`config.mk`:
```
export PLATFORM = sky130hd
export DESIGN_NAME = l1_inv_walker
export DESIGN_NICKNAME = d
export VERILOG_FILES = /design/src/rtl/inv_walk_pkg.sv /design/src/rtl/inv_walk_ctrl.sv /design/src/rtl/inv_walk_dp.sv /design/src/rtl/l1_inv_walker.sv
export SDC_FILE = /design/constraint.sdc
export NUM_CORES = 1
export LEC_CHECK = 0
export ABC_AREA = 1
export BUFFER_PORTS_ARGS = -buffer_cell sky130_fd_sc_hd__buf_4
export CAP_MARGIN = 10
export CORE_ASPECT_RATIO = 1.4
export CORE_MARGIN = 5
export CORE_UTILIZATION = 30
export DETAILED_ROUTE_END_ITERATION = 8
export GPL_TIMING_DRIVEN = 1
export SYNTH_ARGS = -nofsm -noshare
export SYNTH_HDL_FRONTEND = slang
export SYNTH_SLANG_ARGS = --single-unit
export TNS_END_PERCENT = 50
```
`constraint.sdc`:
```
create_clock -name clk -period 5.49 [get_ports clk]
set_input_delay 0.549 -clock clk [delete_from_list [all_inputs] [get_ports clk]]
set_output_delay 0.549 -clock clk [all_outputs]
set_load 0.01 [all_outputs]
```
`src/rtl/inv_walk_pkg.sv`:
```
package inv_walk_pkg;

  typedef enum logic [1:0] {
    ST_IDLE  = 2'd0,
    ST_WALK  = 2'd1,
    ST_DRAIN = 2'd2
  } walkState_t;

  // strobes from control to datapath, one cycle each
  typedef struct packed {
    logic capture;  // request accepted, latch its tag
    logic issue;    // eviction transferred this cycle
    logic ackOk;    // acknowledgement counted
    logic ackBad;   // acknowledgement not expected
    logic finish;   // request completes this cycle
  } walkStrobe_t;

endpackage

```
`src/rtl/inv_walk_ctrl.sv`:
```
module inv_walk_ctrl
  import inv_walk_pkg::*;
#(
  parameter int NUM_LINES = 16,
  localparam int IDX_W = (NUM_LINES > 1) ? $clog2(NUM_LINES) : 1
) (
  input  logic              clk,
  input  logic              rst_n,
  input  logic              reqValid,
  input  logic              evictReady,
  input  logic              ackValid,
  input  logic              pendingZero,
  output walkStrobe_t       strobe,
  output logic [IDX_W-1:0]  walkIdx,
  output logic              busy,
  output logic              walking
);

  localparam logic [IDX_W-1:0] LAST_IDX = IDX_W'(NUM_LINES - 1);

  walkState_t state, stateNext;
  logic [IDX_W-1:0] idxNext;

  assign busy    = (state != ST_IDLE);
  assign walking = (state == ST_WALK);

  always_comb begin
    strobe         = '0;
    strobe.capture = reqValid && (state == ST_IDLE);
    strobe.issue   = walking && evictReady;
    strobe.ackOk   = ackValid && busy && !pendingZero;
    strobe.ackBad  = ackValid && !strobe.ackOk;
    strobe.finish  = (state == ST_DRAIN) && pendingZero;
  end

  always_comb begin
    stateNext = state;
    idxNext   = walkIdx;
    unique case (state)
      ST_IDLE: begin
        if (strobe.capture) begin
          stateNext = ST_WALK;
          idxNext   = '0;
        end
      end
      ST_WALK: begin
        if (strobe.issue) begin
          if (walkIdx == LAST_IDX) begin
            stateNext = ST_DRAIN;
            idxNext   = '0;
          end else begin
            idxNext = walkIdx + 1'b1;
          end
        end
      end
      ST_DRAIN: begin
        if (strobe.finish) stateNext = ST_IDLE;
      end
      default: stateNext = ST_IDLE;
    endcase
  end

  always_ff @(posedge clk or negedge rst_n) begin
    if (!rst_n) begin
      state   <= ST_IDLE;
      walkIdx <= '0;
    end else begin
      state   <= stateNext;
      walkIdx <= idxNext;
    end
  end

endmodule

```
`src/rtl/inv_walk_dp.sv`:
```
module inv_walk_dp
  import inv_walk_pkg::*;
#(
  parameter int NUM_LINES = 16,
  parameter int TAG_W     = 8,
  localparam int CNT_W    = $clog2(NUM_LINES) + 1
) (
  input  logic              clk,
  input  logic              rst_n,
  input  walkStrobe_t       strobe,
  input  logic [TAG_W-1:0]  reqTag,
  output logic [TAG_W-1:0]  heldTag,
  output logic              pendingZero,
  output logic              ackError
);

  logic [CNT_W-1:0] pendCnt;

  assign pendingZero = (pendCnt == '0);

  always_ff @(posedge clk or negedge rst_n) begin
    if (!rst_n) begin
      pendCnt <= '0;
    end else begin
      unique case ({strobe.issue, strobe.ackOk})
        2'b10:   pendCnt <= pendCnt + 1'b1;
        2'b01:   pendCnt <= pendCnt - 1'b1;
        default: pendCnt <= pendCnt;  // idle or issue+ack netting out
      endcase
    end
  end

  always_ff @(posedge clk or negedge rst_n) begin
    if (!rst_n) begin
      heldTag <= '0;
    end else if (strobe.capture) begin
      heldTag <= reqTag;
    end else if (strobe.finish) begin
      heldTag <= '0;
    end
  end

  always_ff @(posedge clk or negedge rst_n) begin
    if (!rst_n) ackError <= 1'b0;
    else        ackError <= strobe.ackBad;
  end

endmodule

```
`src/rtl/l1_inv_walker.sv`:
```
module l1_inv_walker
  import inv_walk_pkg::*;
#(
  parameter int NUM_LINES = 16,
  parameter int ADDR_W    = 32,
  parameter int TAG_W     = 8,
  parameter int BYTES_W   = 7,
  localparam int IDX_W    = (NUM_LINES > 1) ? $clog2(NUM_LINES) : 1
) (
  input  logic               clk,
  input  logic               rst_n,
  input  logic               reqValid,
  input  logic [TAG_W-1:0]   reqTag,
  output logic               reqReady,
  output logic               reqRetry,
  output logic [IDX_W-1:0]   lookupIdx,
  input  logic [ADDR_W-1:0]  lookupAddr,
  output logic               evictValid,
  input  logic               evictReady,
  output logic [ADDR_W-1:0]  evictAddr,
  output logic [BYTES_W-1:0] evictBytes,
  input  logic               ackValid,
  output logic               ackError,
  output logic               doneValid,
  output logic [TAG_W-1:0]   doneTag
);

  walkStrobe_t strobe;
  logic        busy;
  logic        walking;
  logic        pendingZero;
  logic [IDX_W-1:0] walkIdx;

  inv_walk_ctrl #(.NUM_LINES(NUM_LINES)) u_ctrl (
    .clk         (clk),
    .rst_n       (rst_n),
    .reqValid    (reqValid),
    .evictReady  (evictReady),
    .ackValid    (ackValid),
    .pendingZero (pendingZero),
    .strobe      (strobe),
    .walkIdx     (walkIdx),
    .busy        (busy),
    .walking     (walking)
  );

  inv_walk_dp #(.NUM_LINES(NUM_LINES), .TAG_W(TAG_W)) u_dp (
    .clk         (clk),
    .rst_n       (rst_n),
    .strobe      (strobe),
    .reqTag      (reqTag),
    .heldTag     (doneTag),
    .pendingZero (pendingZero),
    .ackError    (ackError)
  );

  assign reqReady   = !busy;
  assign reqRetry   = reqValid && busy;
  assign lookupIdx  = walkIdx;
  assign evictValid = walking;
  assign evictAddr  = lookupAddr;
  assign evictBytes = '0;
  assign doneValid  = strobe.finish;

endmodule

```
==> metrics <==
Boundary Pins 101; CP startpoint kind flip-flop; CTS tree built; Synth cell types 21; Lkg Pwr 0.000801 µW; Worst Setup Slack, final 3.35 ns; Post-Syn Area 0.00136 mm²; vias in the first global route 1015; CTS Buffer Depth 2; Vias per Instance 4.22; via count 988; period utilization 0.391; top cells by area, synth dfrtp_1 37%, buf_4 21%, nand2_1 13%, nand3_1 7.3%, inv_1 3.9%; gr usage total 0.0949; crit path cell chain nor2_4, nor2_1, nand2_1, inv_1, ha_1, inv_1, nand2_1, nand2_1, ha_1, inv_1, nand2_1, nand3_1, nand2_1, nand2_1, nand3_1, nand2_1; commonest non-fill, non-tap cell in the layout nand2_1; Max VDD drop 0.000198 V; hold buffer count at CTS 0; highest-delay cell along the critical path dfrtp_1; share of cells above drive strength 1 0.227; Port Buffers 29; beginning of the critical path u_ctrl.state[1]; setup violators final 0; FMAX 466 MHz; Worst Hold Slack 0.153 ns; fin crit period 2.14 ns; commonest cells after routing, fill and taps aside 48 x nand2_1, 29 x buf_4, 20 x nand3_1, 20 x dfrtp_1, 14 x inv_1; worst path bufs/invs 3; register area share after synthesis 0.367; initial antenna violation count 0; critical path's top delay family simple AND/OR/NAND/NOR gates; CP peak stage delay 0.48 ns; Reg-to-Reg Start u_ctrl.state[1]; Clock Latency Late Sink 0.26 ns; CTS clock-pin slew for the worst setup and hold paths 0.07 ns; cell mode on critical path nand2_1; post-CTS setup buffer count 0; die area 0.00601 mm²; Iter 0 DRT Violations 10; top cell type's share of synthesized area 0.367; WP data arrival 2.30 ns; Pwr Density 547 mW/mm²; Synth Area per Inst 7.88 µm²; Tightest Hold Check Type in -> async; post-synthesis register bit count 20; RSZ-0062 raised after global routing no; FP Rows 29; DIE HEIGHT 89.7 µm; Antenna Nets Post-Route 0; post-cts resize count 0; H-Tree Depth 1; Ys Warns 0; routed wire length per instance 11.2 µm; Inserted Diodes 0; setup tns final 0 ns; clk sinks 20; drt pass-1 iters 4; Syn-to-layout area delta 5.05%; status finished, final reports clean; Root Driver clkbuf_8; DRC viols 0; Slew Viols, Final 0; endpoints failing hold 0; CP Max Fanout 5; Final Skew 0.00115 ns; largest net degree at the start of global routing 21; crit path kind reg -> reg; Post-layout nets 222; Setup crit end kind flip-flop; final wirelength 2620 µm; DP HPWL 2060 µm; RD Place Congestion 0.823; Req. time, crit path 5.65 ns; CTS Buf Count 3; Mapped Cells 173; die width 67.0 µm; max-cap viol count 0; CORE AREA 0.00446 mm²; first-pass GRT wire length 4540 µm; area leader, netlist dfrtp_1; GRT Residual Overflow 0; pre-CTS setup slack 3.32 ns; Initial Util 0.305
cells by family (layout without fill, tap and decap cells):
family	after synthesis	in the layout	share of synthesized area
and+or+nand+nor	79	79	0.265
adders and majority gates	4	4	0.0367
other	1	7	0.00275
xor gates and xnor gates	4	4	0.0257
buffers and inverters	56	49	0.267
DFF	20	20	0.367
AOI/OAI and AO/OA	9	9	0.0349
cells in the mapped netlist:
master,number
xnor2_1,3
nand2_1,48
buf_4,39
buf_6,1
a21oi_1,2
clkinv_1,1
o21ai_1,2
dfrtp_1,20
nor2_4,2
nand3_1,20
inv_1,14
nand4_1,1
nand3b_2,1
conb_1,1
o21ai_0,4
ha_1,4
xor2_1,1
o31ai_1,1
nor2_1,5
nand2_4,2
inv_2,1
final timing paths:
path	endpoint	slack (ns)	depth (start not counted)
hold / removal	u_dp.heldTag[5]	0.15	1
hold reg to reg	u_dp.heldTag[0]	0.50	2
max in group asynchronous	u_ctrl.walkIdx[0]	5.12	1
setup / recovery	u_dp.pendCnt[4]	3.35	16
min in group clk	u_dp.heldTag[7]	0.48	3
setup reg to reg	u_dp.pendCnt[4]	3.35	16
layout make-up:
type | instances | area (µm²)
clock buffer | 4 | 55.1
fill | 474 | 3030
inverter | 16 | 60.1
multi-input combinational | 103 | 520
sequential | 20 | 500
tap | 62 | 77.6
timing repair buffer | 29 | 218
report_power, final:
group	switching (µW)	total, µW	internal, µW
sequential	57.0	274	217
clock	50.1	114	63.9
combinational	218	394	176
total	325	782	457
metrics by stage:
| step | power [µW] | std cells | util | cell area, µm² |
|---|---|---|---|---|
| floorplan | 554 | 179 | - | 1390 |
| global placement | 672 | 230 | 0.308 | 1380 |
| detailed placement | 679 | 230 | 0.308 | 1380 |
| CTS | 797 | 234 | 0.321 | 1430 |
| global route | 860 | 234 | 0.321 | 1430 |
| finish | 782 | 234 | 0.321 | 1430 |
registers in the layout, indices dropped and copies added, names as in the netlist:
| name | count |
|---|---|
| u_dp.heldTag | 8 |
| u_dp.pendCnt | 5 |
| u_ctrl.walkIdx | 4 |
| u_ctrl.state | 2 |
| u_dp.ackError | 1 |
per-layer routing:
metal  part of all wire  routed length [µm]  up-vias  track usage
met5                  0                   0        -            0
met4              0.019                  51        0       0.0457
met3              0.085                 224        7       0.0224
met1               0.36                 946      455        0.102
li1                   -                   -      492            -
met2               0.53                1400       34        0.167
No activity file was read; power rests on OpenSTA's default activity.
